File: src/rtl/pcseq_pkg.sv
package pcseq_pkg;

    typedef enum logic [2:0] {
        OP_NEXT   = 3'd0,
        OP_RJMP   = 3'd1,
        OP_JMP    = 3'd2,
        OP_BRANCH = 3'd3,
        OP_SKIP   = 3'd4,
        OP_RCALL  = 3'd5,
        OP_CALL   = 3'd6,
        OP_RET    = 3'd7
    } flow_op_e;

    typedef enum logic [1:0] {
        ST_RUN,
        ST_PUSH,
        ST_POP,
        ST_POP_WAIT
    } seq_state_e;

endpackage

File: src/rtl/pcseq_cond.sv
module pcseq_cond #(
    parameter int FLAG_W = 8,
    localparam int SEL_W = (FLAG_W > 1) ? $clog2(FLAG_W) : 1
) (
    input  logic [FLAG_W-1:0] status,
    input  logic [SEL_W-1:0]  sel,
    input  logic              want,
    input  logic              rbit,
    input  logic              on_set,
    output logic              flag_hit,
    output logic              bit_hit
);
    always_comb begin
        flag_hit = (status[sel] == want);
        bit_hit  = (rbit == on_set);
    end
endmodule

File: src/rtl/pcseq_target.sv
module pcseq_target
    import pcseq_pkg::*;
#(
    parameter int PC_W  = 16,
    parameter int OFF_W = 12,
    parameter int BR_W  = 7,
    parameter int TGT_W = 22
) (
    input  logic [PC_W-1:0]  pc,
    input  flow_op_e         op,
    input  logic [OFF_W-1:0] rel_off,
    input  logic [TGT_W-1:0] abs_tgt,
    input  logic             flag_hit,
    input  logic             bit_hit,
    input  logic             next_long,
    output logic [PC_W-1:0]  nxt_pc,
    output logic [PC_W-1:0]  ret_addr
);
    logic [PC_W-1:0] rel_ext, br_ext, abs_pc, pc_one;

    always_comb begin
        rel_ext = {{(PC_W-OFF_W){rel_off[OFF_W-1]}}, rel_off};
        br_ext  = {{(PC_W-BR_W){rel_off[BR_W-1]}}, rel_off[BR_W-1:0]};
        abs_pc  = abs_tgt[PC_W-1:0];
        pc_one  = pc + PC_W'(1);
        ret_addr = (op == OP_CALL) ? pc + PC_W'(2) : pc_one;
        case (op)
            OP_RJMP, OP_RCALL: nxt_pc = pc_one + rel_ext;
            OP_JMP, OP_CALL:   nxt_pc = abs_pc;
            OP_BRANCH:         nxt_pc = flag_hit ? pc_one + br_ext : pc_one;
            OP_SKIP:           nxt_pc = !bit_hit ? pc_one
                                      : (next_long ? pc + PC_W'(3) : pc + PC_W'(2));
            OP_RET:            nxt_pc = pc;
            default:           nxt_pc = pc_one;
        endcase
    end
endmodule

File: src/rtl/pcseq_fsm.sv
module pcseq_fsm
    import pcseq_pkg::*;
#(
    parameter int RA_BYTES = 2,
    localparam int IDX_W = (RA_BYTES > 1) ? $clog2(RA_BYTES) : 1
) (
    input  logic             clk,
    input  logic             rst_n,
    input  flow_op_e         op,
    output seq_state_e       state,
    output logic [IDX_W-1:0] byte_idx,
    output logic             busy,
    output logic             is_push,
    output logic             is_pop,
    output logic             is_wait
);
    localparam logic [IDX_W-1:0] LAST = IDX_W'(RA_BYTES - 1);

    seq_state_e       state_q, state_d;
    logic [IDX_W-1:0] idx_q;

    always_comb begin
        state_d = state_q;
        unique case (state_q)
            ST_RUN: begin
                if (op == OP_RCALL || op == OP_CALL) state_d = ST_PUSH;
                else if (op == OP_RET)               state_d = ST_POP;
            end
            ST_PUSH:     if (idx_q == LAST) state_d = ST_RUN;
            ST_POP:      if (idx_q == LAST) state_d = ST_POP_WAIT;
            ST_POP_WAIT: state_d = ST_RUN;
        endcase
    end

    always_ff @(posedge clk) begin
        if (!rst_n) begin
            state_q <= ST_RUN;
            idx_q   <= '0;
        end else begin
            state_q <= state_d;
            if (state_d != state_q) idx_q <= '0;
            else if (state_q == ST_PUSH || state_q == ST_POP) idx_q <= idx_q + IDX_W'(1);
        end
    end

    always_comb begin
        state    = state_q;
        byte_idx = idx_q;
        busy     = (state_q != ST_RUN);
        is_push  = (state_q == ST_PUSH);
        is_pop   = (state_q == ST_POP);
        is_wait  = (state_q == ST_POP_WAIT);
    end

    assert_push_ends_R8: assert property (@(posedge clk) disable iff (!rst_n)
        (state_q == ST_PUSH && idx_q == LAST) |=> state_q == ST_RUN);
    assert_pop_then_wait_R9: assert property (@(posedge clk) disable iff (!rst_n)
        (state_q == ST_POP && idx_q == LAST) |=> state_q == ST_POP_WAIT);
    assert_wait_one_cycle_R9: assert property (@(posedge clk) disable iff (!rst_n)
        (state_q == ST_POP_WAIT) |=> state_q == ST_RUN);
endmodule

File: src/rtl/pcseq_top.sv
module pcseq_top
    import pcseq_pkg::*;
#(
    parameter int PC_W   = 16,
    parameter int SP_W   = 16,
    parameter int OFF_W  = 12,
    parameter int BR_W   = 7,
    parameter int TGT_W  = 22,
    parameter int FLAG_W = 8,
    parameter logic [SP_W-1:0] SP_TOP = 16'h08FF,
    localparam int SEL_W    = (FLAG_W > 1) ? $clog2(FLAG_W) : 1,
    localparam int RA_BYTES = (PC_W + 7) / 8,
    localparam int RA_W     = RA_BYTES * 8,
    localparam int IDX_W    = (RA_BYTES > 1) ? $clog2(RA_BYTES) : 1
) (
    input  logic              clk,
    input  logic              rst_n,
    input  logic [2:0]        op_i,
    input  logic [OFF_W-1:0]  rel_off_i,
    input  logic [TGT_W-1:0]  abs_tgt_i,
    input  logic [SEL_W-1:0]  flag_sel_i,
    input  logic              flag_want_i,
    input  logic [FLAG_W-1:0] status_i,
    input  logic              rbit_i,
    input  logic              skip_if_set_i,
    input  logic              next_long_i,
    output logic [SP_W-1:0]   stk_addr_o,
    output logic              stk_we_o,
    output logic              stk_re_o,
    output logic [7:0]        stk_wdata_o,
    input  logic [7:0]        stk_rdata_i,
    output logic [PC_W-1:0]   pc_o,
    output logic [SP_W-1:0]   sp_o,
    output logic              busy_o
);
    flow_op_e         op;
    seq_state_e       state;
    logic [IDX_W-1:0] byte_idx;
    logic             busy, is_push, is_pop, is_wait;
    logic             flag_hit, bit_hit;
    logic [PC_W-1:0]  nxt_pc, ret_addr;
    logic [PC_W-1:0]  pc_q;
    logic [SP_W-1:0]  sp_q;
    logic [RA_W-1:0]  ra_q, popped;
    logic             rd_pend_q;
    logic [7:0]       ra_byte [RA_BYTES];

    assign op = flow_op_e'(op_i);

    pcseq_cond #(.FLAG_W(FLAG_W)) u_cond (
        .status(status_i), .sel(flag_sel_i), .want(flag_want_i),
        .rbit(rbit_i), .on_set(skip_if_set_i),
        .flag_hit(flag_hit), .bit_hit(bit_hit)
    );

    pcseq_target #(.PC_W(PC_W), .OFF_W(OFF_W), .BR_W(BR_W), .TGT_W(TGT_W)) u_target (
        .pc(pc_q), .op(op), .rel_off(rel_off_i), .abs_tgt(abs_tgt_i),
        .flag_hit(flag_hit), .bit_hit(bit_hit), .next_long(next_long_i),
        .nxt_pc(nxt_pc), .ret_addr(ret_addr)
    );

    pcseq_fsm #(.RA_BYTES(RA_BYTES)) u_fsm (
        .clk(clk), .rst_n(rst_n), .op(op), .state(state), .byte_idx(byte_idx),
        .busy(busy), .is_push(is_push), .is_pop(is_pop), .is_wait(is_wait)
    );

    for (genvar g = 0; g < RA_BYTES; g++) begin : g_ra_byte
        assign ra_byte[g] = ra_q[g*8 +: 8];
    end

    assign popped = (ra_q << 8) | RA_W'(stk_rdata_i);

    always_ff @(posedge clk) begin
        if (!rst_n) begin
            pc_q      <= '0;
            sp_q      <= SP_TOP;
            ra_q      <= '0;
            rd_pend_q <= 1'b0;
        end else begin
            rd_pend_q <= is_pop;
            if (rd_pend_q) ra_q <= popped;
            if (state == ST_RUN) begin
                pc_q <= nxt_pc;
                if (op == OP_RCALL || op == OP_CALL) ra_q <= RA_W'(ret_addr);
            end
            if (is_push) sp_q <= sp_q - SP_W'(1);
            if (is_pop)  sp_q <= sp_q + SP_W'(1);
            if (is_wait) pc_q <= popped[PC_W-1:0];
        end
    end

    always_comb begin
        stk_we_o    = is_push;
        stk_re_o    = is_pop;
        stk_addr_o  = is_push ? sp_q : sp_q + SP_W'(1);
        stk_wdata_o = ra_byte[byte_idx];
        pc_o        = pc_q;
        sp_o        = sp_q;
        busy_o      = busy;
    end

    assert_port_exclusive_R11: assert property (@(posedge clk) disable iff (!rst_n)
        !(stk_we_o && stk_re_o));
    assert_port_idle_R11: assert property (@(posedge clk) disable iff (!rst_n)
        !busy_o |-> (!stk_we_o && !stk_re_o));
    assert_push_sp_down_R8: assert property (@(posedge clk) disable iff (!rst_n)
        stk_we_o |=> sp_o == $past(sp_o) - SP_W'(1));
    assert_pop_sp_up_R9: assert property (@(posedge clk) disable iff (!rst_n)
        stk_re_o |=> sp_o == $past(sp_o) + SP_W'(1));
    assert_pc_frozen_R10: assert property (@(posedge clk) disable iff (!rst_n)
        (stk_we_o || stk_re_o) |=> $stable(pc_o));
    assert_call_pushes_R7: assert property (@(posedge clk) disable iff (!rst_n)
        (!busy_o && (op_i == 3'd5 || op_i == 3'd6)) |=> (stk_we_o && stk_addr_o == $past(sp_o)));
    assert_skip_miss_R6: assert property (@(posedge clk) disable iff (!rst_n)
        (!busy_o && op_i == 3'd4 && rbit_i != skip_if_set_i) |=> pc_o == $past(pc_o) + PC_W'(1));
endmodule

File: config.mk
export PLATFORM = sky130hd
export DESIGN_NAME = pcseq_top
export DESIGN_NICKNAME = d
export VERILOG_FILES = /design/src/rtl/pcseq_pkg.sv /design/src/rtl/pcseq_cond.sv /design/src/rtl/pcseq_target.sv /design/src/rtl/pcseq_fsm.sv /design/src/rtl/pcseq_top.sv
export SDC_FILE = /design/constraint.sdc
export NUM_CORES = 1
export LEC_CHECK = 0
export ABC_AREA = 1
export ABC_CLOCK_PERIOD_IN_PS = 3200
export CAP_MARGIN = 20
export CORE_ASPECT_RATIO = 0.5
export CORE_MARGIN = 2
export CORE_UTILIZATION = 50
export DETAILED_ROUTE_END_ITERATION = 8
export DONT_BUFFER_PORTS = 1
export PLACE_DENSITY_LB_ADDON = 0.3
export RECOVER_POWER = 50
export SYNTH_ARGS = -nofsm -noshare
export SYNTH_HDL_FRONTEND = slang
export SYNTH_SLANG_ARGS = --single-unit
File: constraint.sdc
create_clock -name clk -period 3.2 [get_ports clk]
set_clock_uncertainty 0.1 [all_clocks]
set_input_delay 0.48 -clock clk [delete_from_list [all_inputs] [get_ports clk]]
set_output_delay 0.48 -clock clk [all_outputs]
set_load 0.05 [all_outputs]
==> metrics, run 1 <==
status completed; DR vias between 8000 and 9000; final hold vios 0; clock buffer depth 2; simple-gate area share of the yosys netlist 0.4012; pin count of the biggest net entering global routing 31; sequential area share after synthesis 0.1512; CP Launch Type register; Max Cap Viol 0; Min-Delay Path Class in2reg; Reg area about 1100 sq um; Initial DRT Pass Iterations 5; Mapped Area between 6000 and 7000 sq um; vias in the first global route just over 7000; Final Worst Setup Slack 0.1536 ns; gpl congestion slightly above 1; Avg WL per Cell roughly 16 um; Num CTS Buffers 5; area delta synth->final 19.13%; RSZ-0062 raised after global routing yes; initial antenna violation count 0; DP Wirelength between 15 and 20 mm; Mapped Nets approximately 1300; main combinational cell family by area after synthesis simple AND/OR/NAND/NOR gates; Setup CP Type reg2reg; required time of the worst setup path 3.29 ns; final wirelength approximately 23 mm; Post-CTS Hold Buffers 0; clk slew on worst S/H paths 0.08 ns; Layout Nets around 1400; fin util 0.6071; CTS tree done; Multi-input gate area around 5300 sq um; number of enable flip-flop cells after synthesis 0; All-Layer GR Usage 0.3104; root buf cell clkbuf_16; Leakage between 3 and 4 nW; global-route wire length before repair ~37 mm; Antenna Nets Post-Route 0; Fin Hold WS 0.1853 ns; drt initial violations 970; post-synthesis mux area share 0; Vias/cell roughly 5.7; dpl ws -0.05342 ns; IO Count roughly 120; chip width around 170 um; complex-gate fraction of the synthesized area 0.1920; VDD IR max 218.1 uV; Slew @ Worst Pin ~1.0 ns; area of the core between 10000 and 15000 sq um; IO Port Bufs 0; clock latency at the later pin of the worst-skew pair 0.30 ns; clock sink total 52; commonest non-fill, non-tap cell in the layout nand2_1; n_diodes 0; FF+latch count, synth 52; final slew viol count 0; Post-Syn Instances around 1200; Site Rows 30; Final min period between 3 and 4 ns; CP endpoint kind register; GRT overflow 0; ratio of cells with drive above 1 in the final layout 0.1769; Synth Area in XOR/XNOR 0.05451; post-synthesis cell type count 50; Power per Cell Area approximately 500 nW/um^2; CTS H-tree depth 2; slew margin rel. 0.3251; f_max between 300 and 400 MHz; period utilization 0.9520; crit path max fanout 4; dominant synthesized flop cell dfxtp_1; Pwr Total between 0.004 and 0.005 W; Die ar. about 15000 sq um; filler cell count between 1000 and 1500; Die H ~87 um; Synth async-reset ratio 0; CP Data Arrival Time 3.13 ns; Initial Utilization 0.5096; Ys Warns 0; most frequent cells in the layout nand2_1, inv_1, buf_4; Setup violations, final 0; Avg Cell Area, Syn 5.687 sq um; Remaining DRCs 0; post-synthesis adder-cell area fraction 0.08103
[stage by stage]
step | std cells | TNS (ns) | cell area, sq um
after detailed placement | 1448 | -0.1030 | 7700
after floorplan | 1211 | 0 | 6888
final | 1465 | 0 | 8204
after global routing | 1465 | -0.03774 | 8204
after CTS | 1456 | 0 | 7865
after global placement | 1448 | -0.001736 | 7700
[worst paths after layout]
path / from / end / slack (ns) / cells past startpoint
hold reg to reg: pc_o[14]$_SDFFE_PN0P_ / pc_o[14]$_SDFFE_PN0P_ / 0.43 / 2
hold / removal: rst_n / sp_o[7]$_SDFFE_PN1P_ / 0.19 / 1
setup reg to reg: pc_o[1]$_SDFFE_PN0P_ / pc_o[15]$_SDFFE_PN0P_ / 0.15 / 22
setup / recovery: pc_o[1]$_SDFFE_PN0P_ / pc_o[15]$_SDFFE_PN0P_ / 0.15 / 22
[worst max-delay path, cell delays in order (launching register included)]
cell and delay [ns]:
dfxtp_4 0.39, ha_4 0.18, nand3_4 0.13, inv_2 0.08, nand2_1 0.08, nor2_2 0.16
xor2_2 0.29, buf_4 0.18, ha_1 0.24, nand2_1 0.10, inv_1 0.07, nand2_1 0.07
nand2_1 0.06, nand2_1 0.06, nand2_1 0.07, a21oi_1 0.14, nand3_1 0.09, nand3_1 0.07
nand3_1 0.08, nand2_1 0.06, nand2_1 0.10, nand2_1 0.10, a21oi_2 0.05
[per-layer routing]
layer | global-route usage | wire, um | vias to the layer above | part of all wire
li1 | - | - | 4083 | -
met1 | 0.4300 | 10420 | 3784 | 0.44
met2 | 0.5098 | 10300 | 383 | 0.44
met3 | 0.05452 | 2434 | 32 | 0.10
met4 | 0.06371 | 302 | 0 | 0.013
met5 | 0 | 0 | - | 0
[cell families after synthesis]
logic type	after synthesis
xor gates and xnor gates	42
AOI/OAI and AO/OA	234
DFF	52
and+or+nand+nor	632
buffers and inverters	207
adders and majority gates	44
[what timing repair did]
item	in CTS	in global routing
setup endpoints to repair	8	10
pin swaps	0	20
setup buffers	0	9
gates resized for setup	6	60
[power breakdown]
part	internal (W)	total, W	leakage [nW]	switching [W]
Combinational	0.000873	0.00265	3.42	0.00177
Clock	0.000292	0.000553	0.0702	0.000261
Sequential	0.000730	0.000835	0.427	0.000105
[flip-flops by register name, indices dropped and copies added, names as in the netlist]
register	flops
pc_o	16
ra_q	16
rd_pend_q	1
sp_o	16
u_fsm.byte_idx	1
u_fsm.state	2
[cell usage after synthesis, drive strengths merged, types with 5 or more instances]
cell type / number / area, sq um
nand4: 14 / 87.58
nand3b: 7 / 52.55
nor2: 104 / 437.9
a21oi: 103 / 526.8
o211ai: 21 / 162.6
nand2: 366 / 1396
clkbuf: 30 / 113.9
buf: 19 / 120.1
a311oi: 5 / 43.79
xor2: 35 / 314.1
a211oi: 5 / 37.54
ha: 43 / 538.0
dfxtp: 52 / 1041
o21bai: 5 / 37.54
nand3: 115 / 600.6
or2: 9 / 56.31
o21ai: 81 / 409.1
nor3: 11 / 87.58
inv: 157 / 589.3
xnor2: 7 / 61.31
[final cells by class]
class                   instances  share of cell area
multi-input cells             952              0.6482
flip-flops and latches         52              0.1281
well taps                     176             0.02684
inverters                     158             0.07244
clock buffers                   5             0.01525
clock inverters                 3            0.002593
repair buffers                119              0.1066
No activity file was read; power rests on OpenSTA's default activity.
==> inputs of run 2 (changes only) <==
Settings changed: CORE_MARGIN 2 to 1.5, GPL_TIMING_DRIVEN set to 0.
==> run 2 against run 1 <==
Effect of this change:
- sequential share of layout area grew 0.29 points
- largest cell class unchanged
- fmax shrank 4.3%
- core utilization grew 2.0 points
- clock-buffer cell count is the same
- sequential cell count is the same
- worst setup slack lost 0.14 ns
- global-route usage grew 1.9 points
- critical path depth shrank 1
==> metrics, run 2 (synthesis results as in run 1) <==
status completed; pin count of the biggest net entering global routing 20 (-35%); DP Wirelength 18.84 mm (+2.7%); Vias/cell 5.842 (+3.3%); Initial Utilization 0.5096 (unchanged); most frequent cells in the layout nand2_1, inv_1, nand3_1; clk slew on worst S/H paths 0.08 ns (about the same); clock buffer depth 2 (unchanged); setup slack, reg-to-reg 0.02 ns (-0.14 ns); initial antenna violation count 0 (unchanged); period utilization 0.9949 (+0.04285); Final min period 3.184 ns (+0.1371 ns); Remaining DRCs 0 (unchanged); Critical Path, Cell by Cell ha_4 > nand3_4 > nor2_4 > nand2_1 > nand2_2 > nand2_2 > o21ai_4 > inv_4 > ha_4 > nand2_1 > inv_2 > nand3_2 > nand3b_1 > nand2_1 > nand2_1 > nand3_2 > nand3_2 > nand2_2 > nand2_1 > nand2_1 > a21oi_1; vias in the first global route 7415 (+2.0%); All-Layer GR Usage 0.3291 (+0.01873); Comb pwr share 0.611 (-0.045); Setup CP Type reg2reg; Min-Delay Path Class in2reg; crit path max fanout 6 (+2); Clock power frac 0.140 (+0.003); RSZ-0062 raised after global routing yes; slew margin rel. 0.2469 (-0.07819); Antenna Nets Post-Route 0 (unchanged); f_max 314.1 MHz (-4.3%); Avg WL per Cell 17.70 um (+11%); Initial DRT Pass Iterations 7 (+2); Die ar. 14530 sq um (-1.7%); final wirelength 25.36 mm (+8.1%); global-route wire length before repair 37.97 mm (+3.8%); DR vias 8371 (+1.1%); VDD IR max 233.5 uV (+7.1%); post-route cell area 8473 sq um (+3.3%); ratio of cells with drive above 1 in the final layout 0.2108 (+0.03394); Slew @ Worst Pin 1.122 ns (+0.1165 ns); crit path buf inv count 2 (-1); IO Port Bufs 0 (unchanged); R2R cell count 21 (-4.5%); crit-path most repeated cell nand2_1; area of the core 13510 sq um (unchanged); gpl congestion 1.018 (+0.26%); n_diodes 0 (unchanged); GRT overflow 0 (unchanged); Setup TNS Final 0 ns (unchanged); final slew viol count 0 (unchanged); Max Cap Viol 0 (unchanged); Num CTS Buffers 5 (unchanged); Largest stage delay, worst path 0.50 ns (+0.11 ns); critical path depth 21 (-4.5%); required time of the worst setup path 3.27 ns (-0.02 ns); drt initial violations 773 (-20%); R2R Path Start pc_o[1]$_SDFFE_PN0P_; slowest CP cell dfxtp_4; area delta synth->final 23.04%; clock sink total 52 (unchanged); Layout Cells excl Fill 1433 (-2.2%); final hold vios 0 (unchanged); Power per Cell Area 492.6 nW/um^2 (+0.21%); IO Count 121 (unchanged); commonest non-fill, non-tap cell in the layout nand2_1; RR Endpoint pc_o[14]$_SDFFE_PN0P_; Setup violations, final 0 (unchanged); Leakage 3.785 nW (-3.4%); Internal 0.001880 W (-0.76%); CP endpoint kind register; crit path capture pc_o[14]$_SDFFE_PN0P_; CTS tree done; dpl cell area 7161 sq um (-7.0%); switching pwr 0.002294 W (+7.3%); chip width 169.0 um (-0.59%); Site Rows 30 (unchanged); Layout Nets 1362 (-2.3%); root buf cell clkbuf_16; sequential share of power 0.249 (+0.042); clock latency at the later pin of the worst-skew pair 0.30 ns (about the same); CTS H-tree depth 2 (unchanged); placed insts 1394 (-3.7%); CP Data Arrival Time 3.25 ns (+0.12 ns); family with the most delay on the worst path simple AND/OR/NAND/NOR gates; Pwr Total 0.004174 W (+3.5%); Die H 85.99 um (-1.1%); worst setup path start pc_o[1]$_SDFFE_PN0P_; CP Launch Type register; Sw Share 0.5495 (+0.01933)
run 2: cell types whose count changed in the layout (fill, tap and decap cells not counted), moves of 10 or more:
cell,before,now
clkbuf_1,6,28
o21ai_1,26,13
buf_6,1,11
buf_4,112,37
dfxtp_4,1,16
nand3_2,6,17
dfxtp_1,46,29
nand2_1,349,331
nand2_2,17,30
ha_1,33,20
ha_4,10,21
nand3_1,107,96
run 2: worst min path at each step:
stage | slack [ns] | endpoint | from | cells after the start
finish | 0.22 | ra_q[3]$_SDFF_PN0_ | rst_n | 2
global route | 0.24 | ra_q[3]$_SDFF_PN0_ | rst_n | 2
CTS | 0.22 | ra_q[3]$_SDFF_PN0_ | rst_n | 2
detailed placement | 0.41 | ra_q[2]$_SDFF_PN0_ | ra_q[2]$_SDFF_PN0_ | 2
global placement | 0.40 | ra_q[2]$_SDFF_PN0_ | ra_q[2]$_SDFF_PN0_ | 2
floorplan | 0.35 | ra_q[2]$_SDFF_PN0_ | ra_q[2]$_SDFF_PN0_ | 2
run 2: worst register-to-register path: stages, from the launching register on:
cell,delay [ns]
dfxtp_4,0.50
ha_4,0.25
nand3_4,0.15
nor2_4,0.13
nand2_1,0.07
nand2_2,0.08
nand2_2,0.08
o21ai_4,0.24
inv_4,0.09
ha_4,0.31
nand2_1,0.07
inv_2,0.07
nand3_2,0.07
nand3b_1,0.22
nand2_1,0.09
nand2_1,0.07
nand3_2,0.10
nand3_2,0.10
nand2_2,0.10
nand2_1,0.06
nand2_1,0.06
a21oi_1,0.06
run 2: power by group through the flow:
stage | Clock, W | Sequential [W] | Combinational (W)
global placement | 0 | 0.00102 | 0.00199
global route | 0.000613 | 0.00105 | 0.00274
floorplan | 0 | 0.000994 | 0.00162
finish | 0.000586 | 0.00104 | 0.00255
detailed placement | 0 | 0.00102 | 0.00208
CTS | 0.000585 | 0.00103 | 0.00221
run 2: timing repair:
action / in CTS / in global routing
hold buffers: 0 / 0
pin swaps: 9 / 51
gates cloned: 0 / 0
buffers inserted: 8 / 23
setup endpoints to repair: 23 / 18
gates resized for setup: 87 / 130
run 2: area by class of cell:
cell class	count	area (sq um)
timing repair buffer	38	309.0
clock buffer	5	125.1
sequential	52	1110
clock inverter	3	28.78
fill	1270	5040
inverter	158	609.3
buffer	49	276.5
tap	176	220.2
multi-input combinational	952	5794
run 2: metrics by stage:
stage	setup WS, ns	util	hold WS, ns
after detailed placement	-0.7353	0.5299	0.4116
after global placement	-0.7091	0.5260	0.4033
after CTS	-0.03913	0.5736	0.2206
after floorplan	0.008843	-	0.3461
final	0.01646	0.6270	0.2179
after global routing	-0.08275	0.6270	0.2431
run 2: metal layers:
metal	global-route usage	share of wire	vias to the layer above
met3	0.05814	0.10	44
met1	0.4410	0.43	3835
li1	-	-	4044
met2	0.5567	0.45	448
met4	0.06999	0.017	0
met5	0	0	-
